$ cat src/rtl/rfsel_pkg.sv
package rfsel_pkg;

    typedef enum logic {
        POL_PLAIN  = 1'b0,
        POL_SELECT = 1'b1
    } policy_e;

    // Threshold as an integer fraction of the row count, rounded down.
    function automatic int unsigned pct_of(int unsigned rows, int unsigned pct);
        return (rows * pct) / 100;
    endfunction

    // Counter width able to hold one step past the high threshold.
    function automatic int unsigned tally_width(int unsigned hi_th);
        return $clog2(hi_th + 2);
    endfunction

endpackage

$ cat src/rtl/rfsel_tally.sv
module rfsel_tally #(
    parameter int unsigned CNT_W = 8
) (
    input  logic             clk,
    input  logic             rst,
    input  logic             hit,
    input  logic             close,
    output logic [CNT_W-1:0] run_cnt,
    output logic [CNT_W-1:0] win_total
);
    localparam logic [CNT_W-1:0] SAT_V = '1;
    localparam logic [CNT_W-1:0] ONE_V = {{(CNT_W-1){1'b0}}, 1'b1};

    // The total includes an access arriving on the closing cycle.
    always_comb begin
        if (hit && (run_cnt != SAT_V))
            win_total = run_cnt + ONE_V;
        else
            win_total = run_cnt;
    end

    always_ff @(posedge clk) begin
        if (rst)
            run_cnt <= '0;
        else if (close)
            run_cnt <= '0;
        else
            run_cnt <= win_total;
    end
endmodule

$ cat src/rtl/rfsel_decide.sv
module rfsel_decide
    import rfsel_pkg::*;
#(
    parameter int unsigned CNT_W = 8,
    parameter int unsigned LO_TH = 81,
    parameter int unsigned HI_TH = 163
) (
    input  logic             clk,
    input  logic             rst,
    input  logic             close,
    input  logic [CNT_W-1:0] win_total,
    output policy_e          state_q,
    output policy_e          state_d
);
    localparam logic [CNT_W-1:0] LO_V = CNT_W'(LO_TH);
    localparam logic [CNT_W-1:0] HI_V = CNT_W'(HI_TH);

    always_comb begin
        state_d = state_q;
        if (close) begin
            case (state_q)
                POL_PLAIN:  if (win_total > HI_V) state_d = POL_SELECT;
                POL_SELECT: if (win_total < LO_V) state_d = POL_PLAIN;
                default:    state_d = POL_PLAIN;
            endcase
        end
    end

    always_ff @(posedge clk) begin
        if (rst)
            state_q <= POL_PLAIN;
        else
            state_q <= state_d;
    end
endmodule

$ cat src/rtl/rfsel_gate.sv
module rfsel_gate
    import rfsel_pkg::*;
(
    input  logic    clk,
    input  logic    rst,
    input  policy_e nxt_policy,
    output logic    run
);
    always_ff @(posedge clk) begin
        if (rst)
            run <= 1'b0;
        else
            run <= (nxt_policy == POL_SELECT);
    end
endmodule

$ cat src/rtl/rfsel_top.sv
module rfsel_top
    import rfsel_pkg::*;
#(
    parameter int unsigned ROWS   = 8192,
    parameter int unsigned LO_PCT = 1,
    parameter int unsigned HI_PCT = 2
) (
    input  logic clk,
    input  logic rst,
    input  logic row_access,
    input  logic window_tick,
    output logic selective_mode,
    output logic timeout_run
);
    localparam int unsigned LO_TH = pct_of(ROWS, LO_PCT);
    localparam int unsigned HI_TH = pct_of(ROWS, HI_PCT);
    localparam int unsigned CNT_W = tally_width(HI_TH);

    logic [CNT_W-1:0] tally_cnt;
    logic [CNT_W-1:0] tally_total;
    policy_e          pol_q;
    policy_e          pol_d;

    rfsel_tally #(.CNT_W(CNT_W)) u_tally (
        .clk       (clk),
        .rst       (rst),
        .hit       (row_access),
        .close     (window_tick),
        .run_cnt   (tally_cnt),
        .win_total (tally_total)
    );

    rfsel_decide #(.CNT_W(CNT_W), .LO_TH(LO_TH), .HI_TH(HI_TH)) u_decide (
        .clk       (clk),
        .rst       (rst),
        .close     (window_tick),
        .win_total (tally_total),
        .state_q   (pol_q),
        .state_d   (pol_d)
    );

    rfsel_gate u_gate (
        .clk        (clk),
        .rst        (rst),
        .nxt_policy (pol_d),
        .run        (timeout_run)
    );

    assign selective_mode = (pol_q == POL_SELECT);
endmodule

$ cat config.mk
export PLATFORM = sky130hd
export DESIGN_NAME = rfsel_top
export DESIGN_NICKNAME = d
export VERILOG_FILES = /design/src/rtl/rfsel_pkg.sv /design/src/rtl/rfsel_tally.sv /design/src/rtl/rfsel_decide.sv /design/src/rtl/rfsel_gate.sv /design/src/rtl/rfsel_top.sv
export SDC_FILE = /design/constraint.sdc
export NUM_CORES = 1
export LEC_CHECK = 0
export BUFFER_PORTS_ARGS = -buffer_cell sky130_fd_sc_hd__buf_2
export CORE_AREA = 2 2 39 41
export CTS_BUF_LIST = sky130_fd_sc_hd__clkbuf_2 sky130_fd_sc_hd__clkbuf_4 sky130_fd_sc_hd__clkbuf_8
export DETAILED_ROUTE_END_ITERATION = 6
export DIE_AREA = 0 0 41 43
export PLACE_DENSITY = 0.71
export SLEW_MARGIN = 40
export SYNTH_ARGS = -nofsm -noshare
export SYNTH_HDL_FRONTEND = slang
export SYNTH_SLANG_ARGS = --single-unit
$ cat constraint.sdc
create_clock -name clk -period 5.3 [get_ports clk]
set_clock_uncertainty 0.2 [all_clocks]
set_input_delay 0.53 -clock clk [delete_from_list [all_inputs] [get_ports clk]]
set_output_delay 0.53 -clock clk [all_outputs]
set_load 0.03 [all_outputs]
==> impl_metrics.tcl <==
set metrics [dict create \
    status "complete, no violations" \
    ys.flop_type "dfxtp_1" \
    drive_above_1_share_pct 24.3 \
    cts_tree "yes" \
    via_count 520 \
    hpwl_um 882 \
    rr_endpoint "u_gate.run$_SDFFE_PP0P_" \
    post_cts.repair.setup_buffers 0 \
    critical_path_class "flop to flop" \
    ant_nets 0 \
    grt.overflow.total 0 \
    cts_num_sinks 9 \
    drc_errors 0 \
    seq_area_frac_synth_pct 29.1 \
    synth_enable_flop_cells 0 \
    cts_buffers 3 \
    track_usage_pct 16.3 \
    cts_hold_buf 0 \
    nets 80 \
    cts_repair_resize_count 0 \
    grt_antenna_before_repair 0 \
    critical_path.slowest_cell "dfxtp_1" \
    crit_family "compound AO/OA/AOI/OAI gates" \
    vdd_drop_max_mv 0.0794 \
    yosysWarnings 0 \
    reg2reg_slack_ns 3.18 \
    place_congestion 0.774 \
    antennaDiodeCount 0 \
    cp.required_ns 5.26 \
    fin_crit_sh_pct 39.9 \
    initial_core_util_pct 44.8 \
    synth.most_common_cell "nor2_1" \
    crit_chain "ha_1 -> nand2_2 -> o31ai_4 -> o21ai_1 -> a211o_1 -> a32o_1" \
    multi_input_area_um2 402 \
    cp-start-kind "flop" \
    synth_top_area_share_pct 29.1 \
    met2WireLength_um 557 \
    r2r_cells 6 \
    maxClockFrequency_mhz 473 \
    wirelength_um 1160 \
    portBuffers 5 \
    grt_max_degree 10 \
    syn_area_um2 619 \
    maxCapViolCount 0 \
    worst_slew_pin_slew_ns 0.368 \
    route.detailed.wl_per_inst_um 12.9 \
    setup_viol 0 \
    syn_inst 69 \
    die_h_um 43 \
    critPathMaxFanout 8 \
    dp_cells 86 \
    die_w_um 41 \
    path_depth 6 \
    syn-num-nets 74 \
    clock_latency_ns 0.27 \
    syn2layout_area_growth_pct 6.67 \
    yosysTopAreaCell "dfxtp_1" \
    finalMaxSlewViolations 0 \
    synth_common_cells "nor2_1 (13), dfxtp_1 (9), nand2_1 (3)" \
    path_buf_inv 0 \
    async_flop_share_pct 0 \
    arrival_ns 2.08 \
    top_layer "met4" \
    die-area_um2 1760 \
    synth_top_cells_by_area "dfxtp_1 (29%), nor2_1 (7.9%), buf_6 (3.6%)" \
    nFillCells 132 \
    hold_class "input pin to flop" \
    cts_root_buf "clkbuf_4" \
    core_area_um2 1380 \
    rows 14 \
    first_pass_iters 2 \
    grt_pass1_wl_um 1900 \
    cp-end-kind "flop" \
    ys_ff_latch 9 \
    drtIter0Drc 5 \
    met1_length_um 538 \
    endpoint "u_gate.run$_SDFFE_PP0P_" \
    clkTransAtPathRegs_ns 0.06 \
    top_level_ports 6 \
    rsz0062_at_grt "no" \
    power.leakage_nw 0.260 \
    p_per_area_nw_per_um2 207 \
    grt_pass1_vias 469 \
    fin_setup_tns_ns 0 \
    post-route-min-period_ns 2.12 \
    maxSlewHeadroom_pct 75.4 \
    met3_length_um 43 \
    fin_cells 90 \
    clock_path_buffers 2 \
    syn_area_per_cell_um2 8.98 \
    seqCellArea_um2 180 \
    vias_per_cell 5.78 \
    cts-htree-levels 1 \
    critical-path-max-stage-delay_ns 0.44 \
    worstSetupStartpoint "u_tally.run_cnt[0]$_SDFF_PP0_" \
    synth.distinct_cells 39 \
    hold_viol_final 0 \
    r2r-start "u_tally.run_cnt[0]$_SDFF_PP0_" \
]
## cell families (layout without fill, tap and decap cells)
| family | Yosys count | in the layout | synth area share [%] |
|---|---|---|---|
| AO/OA/AOI/OAI | 12 | 12 | 18.2 |
| XOR/XNOR | 3 | 3 | 4.24 |
| adder cells (fa/ha/maj) | 1 | 1 | 2.02 |
| buffers and inverters | 5 | 10 | 6.06 |
| flip-flops | 9 | 9 | 29.1 |
| multiplexers | 3 | 3 | 5.05 |
| AND/OR/NAND/NOR | 36 | 36 | 35.4 |
## worst min-delay path by stage
stage / slack (ns) / from / to / depth (start not counted)
2_1_floorplan: 0.34 / u_tally.run_cnt[1]$_SDFF_PP0_ / u_tally.run_cnt[1]$_SDFF_PP0_ / 2
3_3_place_gp: 0.37 / u_tally.run_cnt[1]$_SDFF_PP0_ / u_tally.run_cnt[1]$_SDFF_PP0_ / 2
3_5_place_dp: 0.38 / u_tally.run_cnt[1]$_SDFF_PP0_ / u_tally.run_cnt[1]$_SDFF_PP0_ / 2
4_1_cts: 0.25 / window_tick / u_tally.run_cnt[5]$_SDFF_PP0_ / 2
5_1_grt: 0.26 / rst / u_tally.run_cnt[5]$_SDFF_PP0_ / 2
6_report: 0.26 / window_tick / u_tally.run_cnt[5]$_SDFF_PP0_ / 2
## per-layer routing
metal | vias up | global-route usage, %
met5 | - | 0
met4 | 0 | 10.0
met3 | 4 | 6.28
met2 | 5 | 24.1
met1 | 246 | 18.6
li1 | 265 | -
## stage by stage
stage	power [mW]	instance area (um2)	worst slack [ns]	util, %	hold slack, ns
2_1_floorplan	0.0753	619	3.35	-	0.344
3_3_place_gp	0.0784	631	3.18	45.6	0.372
3_5_place_dp	0.0786	631	3.18	45.6	0.379
4_1_cts	0.140	661	3.18	47.7	0.247
5_1_grt	0.144	661	3.07	47.7	0.257
6_report	0.137	661	3.18	47.7	0.257
## cell type report
cell class	count	area share [%]
multi-input combinational	55	60.8
clock buffer	4	4.55
timing repair buffer	5	3.79
sequential	9	27.3
inverter	1	0.568
tap	16	3.03
## state kept, by name, summed over array words and instances (netlist names)
name,count
u_gate.run,1
u_tally.run_cnt,8
## power by group
group,total (mW),switching [mW],internal [mW]
Combinational,0.00800,0.00453,0.00347
Clock,0.0600,0.0258,0.0342
Sequential,0.0691,0.000901,0.0682
Total,0.137,0.0312,0.106
## cells in the final DEF (no fill, tap or decap), drive strengths merged, types with 2 or more instances in the layout
master | Yosys | routed
nor2 | 13 | 13
dfxtp | 9 | 9
buf | 3 | 5
clkbuf | 1 | 4
nand2 | 4 | 4
nand3 | 3 | 3
and4 | 2 | 2
a211o | 2 | 2
nand2b | 2 | 2
nor3 | 2 | 2
mux2i | 2 | 2
xnor2 | 2 | 2
nand4 | 2 | 2
o21ai | 2 | 2
a211oi | 2 | 2
(Power assumes the default switching activity.)
